$ cat src/rtl/cmosrf_pkg.sv
package cmosrf_pkg;

    localparam int REG_BYTES = 128;
    localparam int DW        = 8;
    localparam int IDXW      = $clog2(REG_BYTES);

    localparam logic [IDXW-1:0] IDX_CTLA  = IDXW'(10);
    localparam logic [IDXW-1:0] IDX_CTLB  = IDXW'(11);
    localparam logic [IDXW-1:0] IDX_FLAGS = IDXW'(12);
    localparam logic [IDXW-1:0] IDX_STAT  = IDXW'(13);

    localparam int CTLA_BUSY  = 7;
    localparam int CTLB_FRZ   = 7;
    localparam int CTLB_UPDEN = 4;
    localparam int FLAG_SUM   = 7;

    localparam logic [DW-1:0] CTLB_SOFT_KEEP  = 8'h97;
    localparam logic [DW-1:0] FLAGS_SOFT_KEEP = 8'h0F;

    typedef struct packed {
        logic            wr_en;
        logic [IDXW-1:0] wr_idx;
        logic [DW-1:0]   wr_val;
        logic            clr_busy;
    } bus_wr_t;

    typedef struct packed {
        logic [IDXW-1:0] idx;
        logic            rd_flags;
    } port_state_t;

    function automatic logic [DW-1:0] power_value(input logic [IDXW-1:0] i);
        case (i)
            IDX_CTLA: return 8'h26;
            IDX_CTLB: return 8'h02;
            IDX_STAT: return 8'h80;
            default:  return 8'h00;
        endcase
    endfunction

    function automatic logic [DW-1:0] soft_keep(input logic [IDXW-1:0] i);
        case (i)
            IDX_CTLB:  return CTLB_SOFT_KEEP;
            IDX_FLAGS: return FLAGS_SOFT_KEEP;
            default:   return '1;
        endcase
    endfunction

endpackage

$ cat src/rtl/cmosrf_port.sv
module cmosrf_port
    import cmosrf_pkg::*;
(
    input  logic            clk,
    input  logic            rst_n,
    input  logic            bus_cs,
    input  logic            bus_addr,
    input  logic            bus_we,
    input  logic            bus_re,
    input  logic [IDXW-1:0] wdata_idx,
    output logic [IDXW-1:0] idx,
    output logic            data_wr,
    output logic            clr_flags
);

    port_state_t st_q, st_d;
    logic        rd_flags_now;

    always_comb begin
        st_d         = st_q;
        rd_flags_now = bus_cs && bus_re && bus_addr && (st_q.idx == IDX_FLAGS);
        if (bus_cs && bus_we && !bus_addr) begin
            st_d.idx = wdata_idx;
        end
        st_d.rd_flags = rd_flags_now;
    end

    always_ff @(posedge clk or negedge rst_n) begin
        if (!rst_n) begin
            st_q <= '0;
        end else begin
            st_q <= st_d;
        end
    end

    assign idx       = st_q.idx;
    assign data_wr   = bus_cs && bus_we && bus_addr;
    assign clr_flags = st_q.rd_flags && !rd_flags_now;

endmodule

$ cat src/rtl/cmosrf_rules.sv
module cmosrf_rules
    import cmosrf_pkg::*;
(
    input  logic            data_wr,
    input  logic [IDXW-1:0] idx,
    input  logic [DW-1:0]   wdata,
    input  logic            a_busy,
    output bus_wr_t         bw
);

    always_comb begin
        bw          = '0;
        bw.wr_idx   = idx;
        bw.wr_val   = wdata;
        if (data_wr) begin
            case (idx)
                IDX_CTLA: begin
                    bw.wr_en             = 1'b1;
                    bw.wr_val[CTLA_BUSY] = a_busy;
                end
                IDX_CTLB: begin
                    bw.wr_en = 1'b1;
                    if (wdata[CTLB_FRZ]) begin
                        bw.wr_val[CTLB_UPDEN] = 1'b0;
                        bw.clr_busy           = 1'b1;
                    end
                end
                IDX_FLAGS, IDX_STAT: begin
                    bw.wr_en = 1'b0;
                end
                default: begin
                    bw.wr_en = 1'b1;
                end
            endcase
        end
    end

endmodule

$ cat src/rtl/cmosrf_store.sv
module cmosrf_store
    import cmosrf_pkg::*;
(
    input  logic            clk,
    input  logic            rst_n,
    input  logic            soft_rst,
    input  bus_wr_t         bw,
    input  logic            clr_flags,
    input  logic            eng_we,
    input  logic [IDXW-1:0] eng_idx,
    input  logic [DW-1:0]   eng_wdata,
    input  logic [IDXW-1:0] rd_idx,
    output logic [DW-1:0]   rd_byte,
    output logic [DW-1:0]   reg_a,
    output logic [DW-1:0]   reg_b,
    output logic [DW-1:0]   reg_c,
    output logic [DW-1:0]   reg_d
);

    logic [DW-1:0] bytes_w [REG_BYTES];

    for (genvar g = 0; g < REG_BYTES; g++) begin : g_byte
        localparam logic [IDXW-1:0] SELF = IDXW'(g);
        logic [DW-1:0] byte_q, byte_d;

        always_comb begin
            byte_d = byte_q;
            if (bw.clr_busy && SELF == IDX_CTLA) begin
                byte_d[CTLA_BUSY] = 1'b0;
            end
            if (clr_flags && SELF == IDX_FLAGS) begin
                byte_d = '0;
            end
            if (bw.wr_en && bw.wr_idx == SELF) begin
                byte_d = bw.wr_val;
            end
            if (eng_we && eng_idx == SELF) begin
                byte_d = eng_wdata;
            end
            if (soft_rst) begin
                byte_d = byte_d & soft_keep(SELF);
            end
        end

        always_ff @(posedge clk or negedge rst_n) begin
            if (!rst_n) begin
                byte_q <= power_value(SELF);
            end else begin
                byte_q <= byte_d;
            end
        end

        assign bytes_w[g] = byte_q;
    end

    assign rd_byte = bytes_w[rd_idx];
    assign reg_a   = bytes_w[IDX_CTLA];
    assign reg_b   = bytes_w[IDX_CTLB];
    assign reg_c   = bytes_w[IDX_FLAGS];
    assign reg_d   = bytes_w[IDX_STAT];

endmodule

$ cat src/rtl/cmos_regfile.sv
module cmos_regfile
    import cmosrf_pkg::*;
(
    input  logic            clk,
    input  logic            rst_n,
    input  logic            soft_rst,
    input  logic            bus_cs,
    input  logic            bus_addr,
    input  logic            bus_we,
    input  logic            bus_re,
    input  logic [DW-1:0]   bus_wdata,
    output logic [DW-1:0]   bus_rdata,
    input  logic            eng_we,
    input  logic [IDXW-1:0] eng_idx,
    input  logic [DW-1:0]   eng_wdata,
    output logic            irq
);

    logic [IDXW-1:0] port_idx;
    logic            data_wr;
    logic            clr_flags;
    bus_wr_t         bw;
    logic [DW-1:0]   rd_byte;
    logic [DW-1:0]   reg_a, reg_b, reg_c, reg_d;

    cmosrf_port u_port (
        .clk       (clk),
        .rst_n     (rst_n),
        .bus_cs    (bus_cs),
        .bus_addr  (bus_addr),
        .bus_we    (bus_we),
        .bus_re    (bus_re),
        .wdata_idx (bus_wdata[IDXW-1:0]),
        .idx       (port_idx),
        .data_wr   (data_wr),
        .clr_flags (clr_flags)
    );

    cmosrf_rules u_rules (
        .data_wr (data_wr),
        .idx     (port_idx),
        .wdata   (bus_wdata),
        .a_busy  (reg_a[CTLA_BUSY]),
        .bw      (bw)
    );

    cmosrf_store u_store (
        .clk       (clk),
        .rst_n     (rst_n),
        .soft_rst  (soft_rst),
        .bw        (bw),
        .clr_flags (clr_flags),
        .eng_we    (eng_we),
        .eng_idx   (eng_idx),
        .eng_wdata (eng_wdata),
        .rd_idx    (port_idx),
        .rd_byte   (rd_byte),
        .reg_a     (reg_a),
        .reg_b     (reg_b),
        .reg_c     (reg_c),
        .reg_d     (reg_d)
    );

    assign bus_rdata = bus_addr ? rd_byte : '1;
    assign irq       = reg_c[FLAG_SUM];

endmodule

$ cat config.mk
export PLATFORM = sky130hd
export DESIGN_NAME = cmos_regfile
export DESIGN_NICKNAME = d
export VERILOG_FILES = /design/src/rtl/cmosrf_pkg.sv /design/src/rtl/cmosrf_port.sv /design/src/rtl/cmosrf_rules.sv /design/src/rtl/cmosrf_store.sv /design/src/rtl/cmos_regfile.sv
export SDC_FILE = /design/constraint.sdc
export NUM_CORES = 2
export LEC_CHECK = 0
export ABC_CLOCK_PERIOD_IN_PS = 7500
export BUFFER_PORTS_ARGS = -buffer_cell sky130_fd_sc_hd__buf_2
export CAP_MARGIN = 20
export CORE_ASPECT_RATIO = 0.7
export CORE_MARGIN = 2
export CORE_UTILIZATION = 30
export DETAILED_ROUTE_END_ITERATION = 7
export MAX_ROUTING_LAYER = met4
export PLACE_DENSITY = 0.54
export RECOVER_POWER = 25
export SKIP_LAST_GASP = 1
export SLEW_MARGIN = 15
export SYNTH_ARGS = -nofsm -noshare
export SYNTH_HDL_FRONTEND = slang
export SYNTH_SLANG_ARGS = --single-unit
$ cat constraint.sdc
create_clock -name clk -period 7.5 [get_ports clk]
set_input_delay 1.125 -clock clk [delete_from_list [all_inputs] [get_ports clk]]
set_output_delay 1.125 -clock clk [all_outputs]
set_load 0.005 [all_outputs]
# Word-level counts from Yosys, hierarchy flattened
# Index checks and enable logic that the tools add are counted.
# W data, S select, Z words.
# word_totals
out_inout_bits	9
in_bits	31
ram_bits	0
latchBits	0
wordCells	1060
memories	0
register_bits	1032
mem_bits_ro	0
# op_classes
div_mod_pow	0
magnitude_cmp	1
multipliers	0
shift	0
bitwise	1
n_addsub	0
n_reduce_logical	397
eq_ne	254
n_mux	274
# ops
op	n
$mux W8	261
$eq A7 B7 Y1 const B	128
$eq A7 B6 Y1 const B	64
$logic_and A1 B1 Y1	263
$reduce_bool A2 Y1	126
$eq A7 B5 Y1 const B	32
$eq A7 B4 Y1 const B	16
$bmux W8 S7	1
$eq A7 B3 Y1 const B	8
$eq A7 B2 Y1 const B	4
$eq A7 B1 Y1 const B	2
$logic_not A7 Y1	2
$mux W1	11
$ge A8 B8 Y1 const B	1
$not A7 Y8	1
$mux W7	1
$reduce_bool A3 Y1	2
$reduce_bool A4 Y1	1
$logic_not A1 Y1	2
$reduce_or A2 Y1	1

# Longest topological paths before layout
# logic_depth
depth_word	9
depth_mapped	12
depth_no_buf	7

# Cells and area by module
# A second synthesis with hierarchy kept.
# hier_totals
hier_cells	5338
area_unflattened_um2	57517.7
# modules_own_cells
mod	instances	cells_per_inst	area_per_inst_um2	seq_area_each_um2
cmosrf_store	1	5280	56889.6	25630.8
cmosrf_port	1	28	395.4	200.2
cmosrf_rules	1	22	182.7	0.0
cmos_regfile	1	8	50.0	0.0

# Worst setup path before layout
# Ideal clock, no wire load.
# synth_path
path_type	reg-to-output
start	register u_port.st_q (netlist bit u_port.idx[1])
end	output port bus_rdata[0]
slack_ns	4.241
path_stages_with_launch	8
required_time_ns	6.375
t_arrival_ns	2.134
path_cell_list	dfrtp_1 > buf_2 > buf_2 > clkbuf_1 > mux4_2 > mux4_2 > a221oi_1 > o211ai_1
# synth_via
elab_chain_len	5
# synth_rtl
item	line_no	rtl
from (decl)	cmosrf_port.sv:16	port_state_t st_q, st_d;
from (signal assigned)	cmosrf_port.sv:32	st_q <= st_d;
$not A7 Y8 (not written as such)	cmosrf_store.sv:56	assign rd_byte = bytes_w[rd_idx];
$bmux W8 S7	cmosrf_store.sv:56	
$mux W8 (not written as such) (2 in series)	cmosrf_store.sv:56	
$mux W8	cmos_regfile.sv:64	assign bus_rdata = bus_addr ? rd_byte : '1;
to (decl)	cmos_regfile.sv:12	output logic [DW-1:0] bus_rdata,
# No other way between the ends. The select of a mux whose other input is x is not followed.

# Final worst setup path
# layout_path
start	register u_port.st_q (netlist bit u_port.idx[0])
end	output port bus_rdata[1]
# Same word-level chain as after synthesis.

==> impl_metrics.yaml <==
sta:
  max_freq_ghz: 0.160
  slew_headroom_pct: -178
  rsz0062_at_grt: "no"
  final_hold_viol_count: 0
  fin_crit_sh_pct: 83.4
  worst_pin_slew_ns: 4.18
  setup_tns_ns: 0
  skew_ns: 0.0295
  final_max_slew_viol_count: 578
  period_needed_ns: 6.26
  setup_slack_ns: 1.24
  setup_viol: 0
clock_tree:
  cts_tree: "done"
  cts_num_sinks: 1032
  htree_levels: 3
  ctsResizeCount: 0
  holdBufCountCts: 0
  clk_pin_slew_worst_paths_ns: 0.07
  cts_buffers: 102
  cts_post_setup_buffers_inserted: 0
  clk_latency_ns: 0.73
  clk_root_buffer_cell: "clkbuf_16"
  cts_buffer_depth: 3
synth:
  ys.flop_type: "dfrtp_1"
  synth-edff-count: 0
  ys_types: 62
  synth.top_cells.by_count: "1,027 x dfrtp_1, 1,002 x mux2i_1, 876 x nand2_1, 731 x o21ai_0, 483 x nor2_1"
  yosysSeqAreaShare_pct: 45.3
  yosys_register_bits: 1032
  synthTopCellsByArea: "dfrtp_1 45%, mux2i_1 18%, mux4_2 7.8%, o21ai_0 6.4%, nand2_1 5.8%"
  postSynthCellCount: 5732
  synth_top_area_share_pct: 45.0
  synth_area_leader_cell: "dfrtp_1"
  avgSynthCellArea_um2: 9.96
  synth_nets: 5763
  yosysWarnings: 0
  syn_area_um2: 57100
  yosysMostFrequentCell: "dfrtp_1"
  synth_async_sr_flop_share_pct: 100
floorplanning:
  rows: 133
  die_area_um2: 194000
  top_level_ports: 40
  die-height_um: 369
  core_area_um2: 188000
  die_x_um: 525
  initial_core_util_pct: 30.3
power:
  peakVddDrop_mv: 0.176
  swShare_pct: 32.3
  pwr-share-clk_pct: 34.2
  power_density_nw_per_um2: 257
  p_comb_share_pct: 22.3
  p_int_w: 0.0110
  p_total_w: 0.0162
  p_leak_nw: 26.6
  seqPwrFrac_pct: 43.5
  p_switching_w: 0.00522
critical_path:
  critPathCaptureType: "primary output"
  crit_top_cell: "a211oi_1"
  crit_type: "reg2out"
  worst-path-buf-inv: 2
  crit_slowest_cell: "dfrtp_4"
  path_cells: "buf_12 -> mux4_2 -> nor2b_1 -> a211oi_1 -> a211oi_1 -> a31oi_1 -> nand3_1 -> buf_2"
  cp_data_required_time_ns: 6.38
  slowest_delay_ns: 1.02
  arrival_ns: 5.13
  cp_top_family: "compound AO/OA/AOI/OAI gates"
  rrSetupSlack_ns: 2.69
  start_kind: "register"
  critPathMaxFanout: 65
drt:
  ant_nets: 0
  drcViolationCount: 0
  vias: 45700
  drt_iter0_drc: 6517
  avgRoutedWirePerCell_um: 27.7
  wl_mm: 224
  avgViaCountPerCell: 5.66
  dr.pass1.iters: 6
global_routing:
  grt_pass1_vias: 42800
  grt.total_usage_pct: 23.2
  overflow: 0
  antenna_found_initial: 13
  grt_start_max_net_pins: 158
  grt_pass1_wl_mm: 323
cells_and_area:
  ff_latch_area_um2: 25800
  multiInputGateArea_um2: 29200
  layout.nets: 5532
  drive_above_1_share_pct: 12.5
  final_util_pct: 33.4
  syn2layout_area_growth_pct: 10.2
  fillerInstances: 19000
place:
  place_ws_ns: 2.11
  port_buffers: 39
  place_congestion: 0.965
  dp_hpwl_mm: 140
outcome:
  status: "complete, but fails checks"
  failed_checks: "capacitance limit, slew limit"
min_path:
  hp-class: "in2async"
job:
  max_cap_viol_count: 6
==> layout make-up <==
class                   count  area share, %
clock buffers             151           4.91
clock inverters            32          0.615
flip-flops and latches   1032           41.1
repair buffers            150           1.93
inverters                  10         0.0597
diodes                      6         0.0239
well taps                2497           4.97
multi-input cells        4205           46.4
==> state kept, by name, indices dropped and copies added (netlist names) <==
| register | cells |
|---|---|
| u_port.st_q | 1 |
| u_store.g_byte.byte_q | 992 |
| u_store.reg_a | 8 |
| u_store.reg_c | 8 |
| u_store.reg_b | 8 |
| u_port.idx | 7 |
| u_store.reg_d | 8 |
==> power by group through the flow <==
stage / combinational [W] / sequential [W] / clock [W]
4_1_cts: 0.00354 / 0.00702 / 0.00558
3_3_place_gp: 0.00347 / 0.00710 / 0
5_1_grt: 0.00382 / 0.00712 / 0.00581
2_1_floorplan: 0.00237 / 0.00683 / 0
3_5_place_dp: 0.00354 / 0.00711 / 0
6_report: 0.00361 / 0.00705 / 0.00553
==> worst reg2reg max path: stages (launching register included) <==
cell and delay [ns]:
dfrtp_4 0.90, buf_12 0.51, and2_1 1.03, nand4_2 0.95, nor2_2 0.87, mux2i_1 0.26, o21ai_0 0.10
==> stage by stage <==
stage / cell area (um2) / hold slack [ns] / instances
after detailed placement: 59300 / 0.466 / 7876
final: 62900 / 0.417 / 8083
after global placement: 59300 / 0.469 / 7870
after global routing: 62900 / 0.454 / 8081
after floorplan: 57100 / 0.445 / 5732
after CTS: 62800 / 0.456 / 8059
==> worst paths after layout <==
path,startpoint,end,cells past startpoint
setup / recovery,u_port.idx[0]$_DFFE_PN0P_,bus_rdata[1],8
hold / removal,rst_n,u_store.g_byte[5].byte_q[7]$_DFFE_PN0P_,1
setup reg to reg,u_port.idx[3]$_DFFE_PN0P_,u_store.g_byte[29].byte_q[0]$_DFFE_PN0P_,6
hold reg to reg,u_store.g_byte[58].byte_q[0]$_DFFE_PN0P_,u_store.g_byte[58].byte_q[0]$_DFFE_PN0P_,2
max in group asynchronous,rst_n,u_store.g_byte[86].byte_q[0]$_DFFE_PN0P_,2
min in group clk,u_store.g_byte[58].byte_q[0]$_DFFE_PN0P_,u_store.g_byte[58].byte_q[0]$_DFFE_PN0P_,2
==> kinds of logic after synthesis <==
logic type / Yosys count / synth area share [%]
and+or+nand+nor: 1649 / 12.6
muxes: 1221 / 25.8
DFF: 1032 / 45.3
AOI/OAI and AO/OA: 1335 / 12.6
buffers and inverters: 495 / 3.79
==> layout by cell type (no fill, tap or decap), drive strengths merged, types with 6 or more instances in the layout <==
master	netlist	layout
mux2	21	21
diode	0	6
a211oi	9	9
a22oi	86	86
o211ai	26	26
a21oi	387	387
nor2	557	557
nand2	916	916
bufinv	0	8
and3	8	8
o21ai	766	766
dfrtp	1027	1027
nor2b	17	17
buf	152	138
nand3	50	50
a22o	23	23
nand2b	8	8
mux4	198	198
clkinvlp	0	6
nor3	36	36
o22ai	12	12
nor4	11	11
clkbuf	333	163
and2	12	12
or3	6	6
mux2i	1002	1002
clkinv	0	16
inv	10	12
nand4	12	12
==> metal layers <==
metal / share of wire [%] / wire length (um) / global-route usage (%) / vias to the layer above
met5: 0 / 0 / - / -
met4: 3.1 / 6910 / 6.84 / 0
met3: 12 / 26300 / 6.93 / 371
met2: 40 / 90000 / 30.6 / 2488
met1: 45 / 101000 / 33.7 / 23000
li1: - / - / - / 19800
Power figures use the tool's default switching activity.
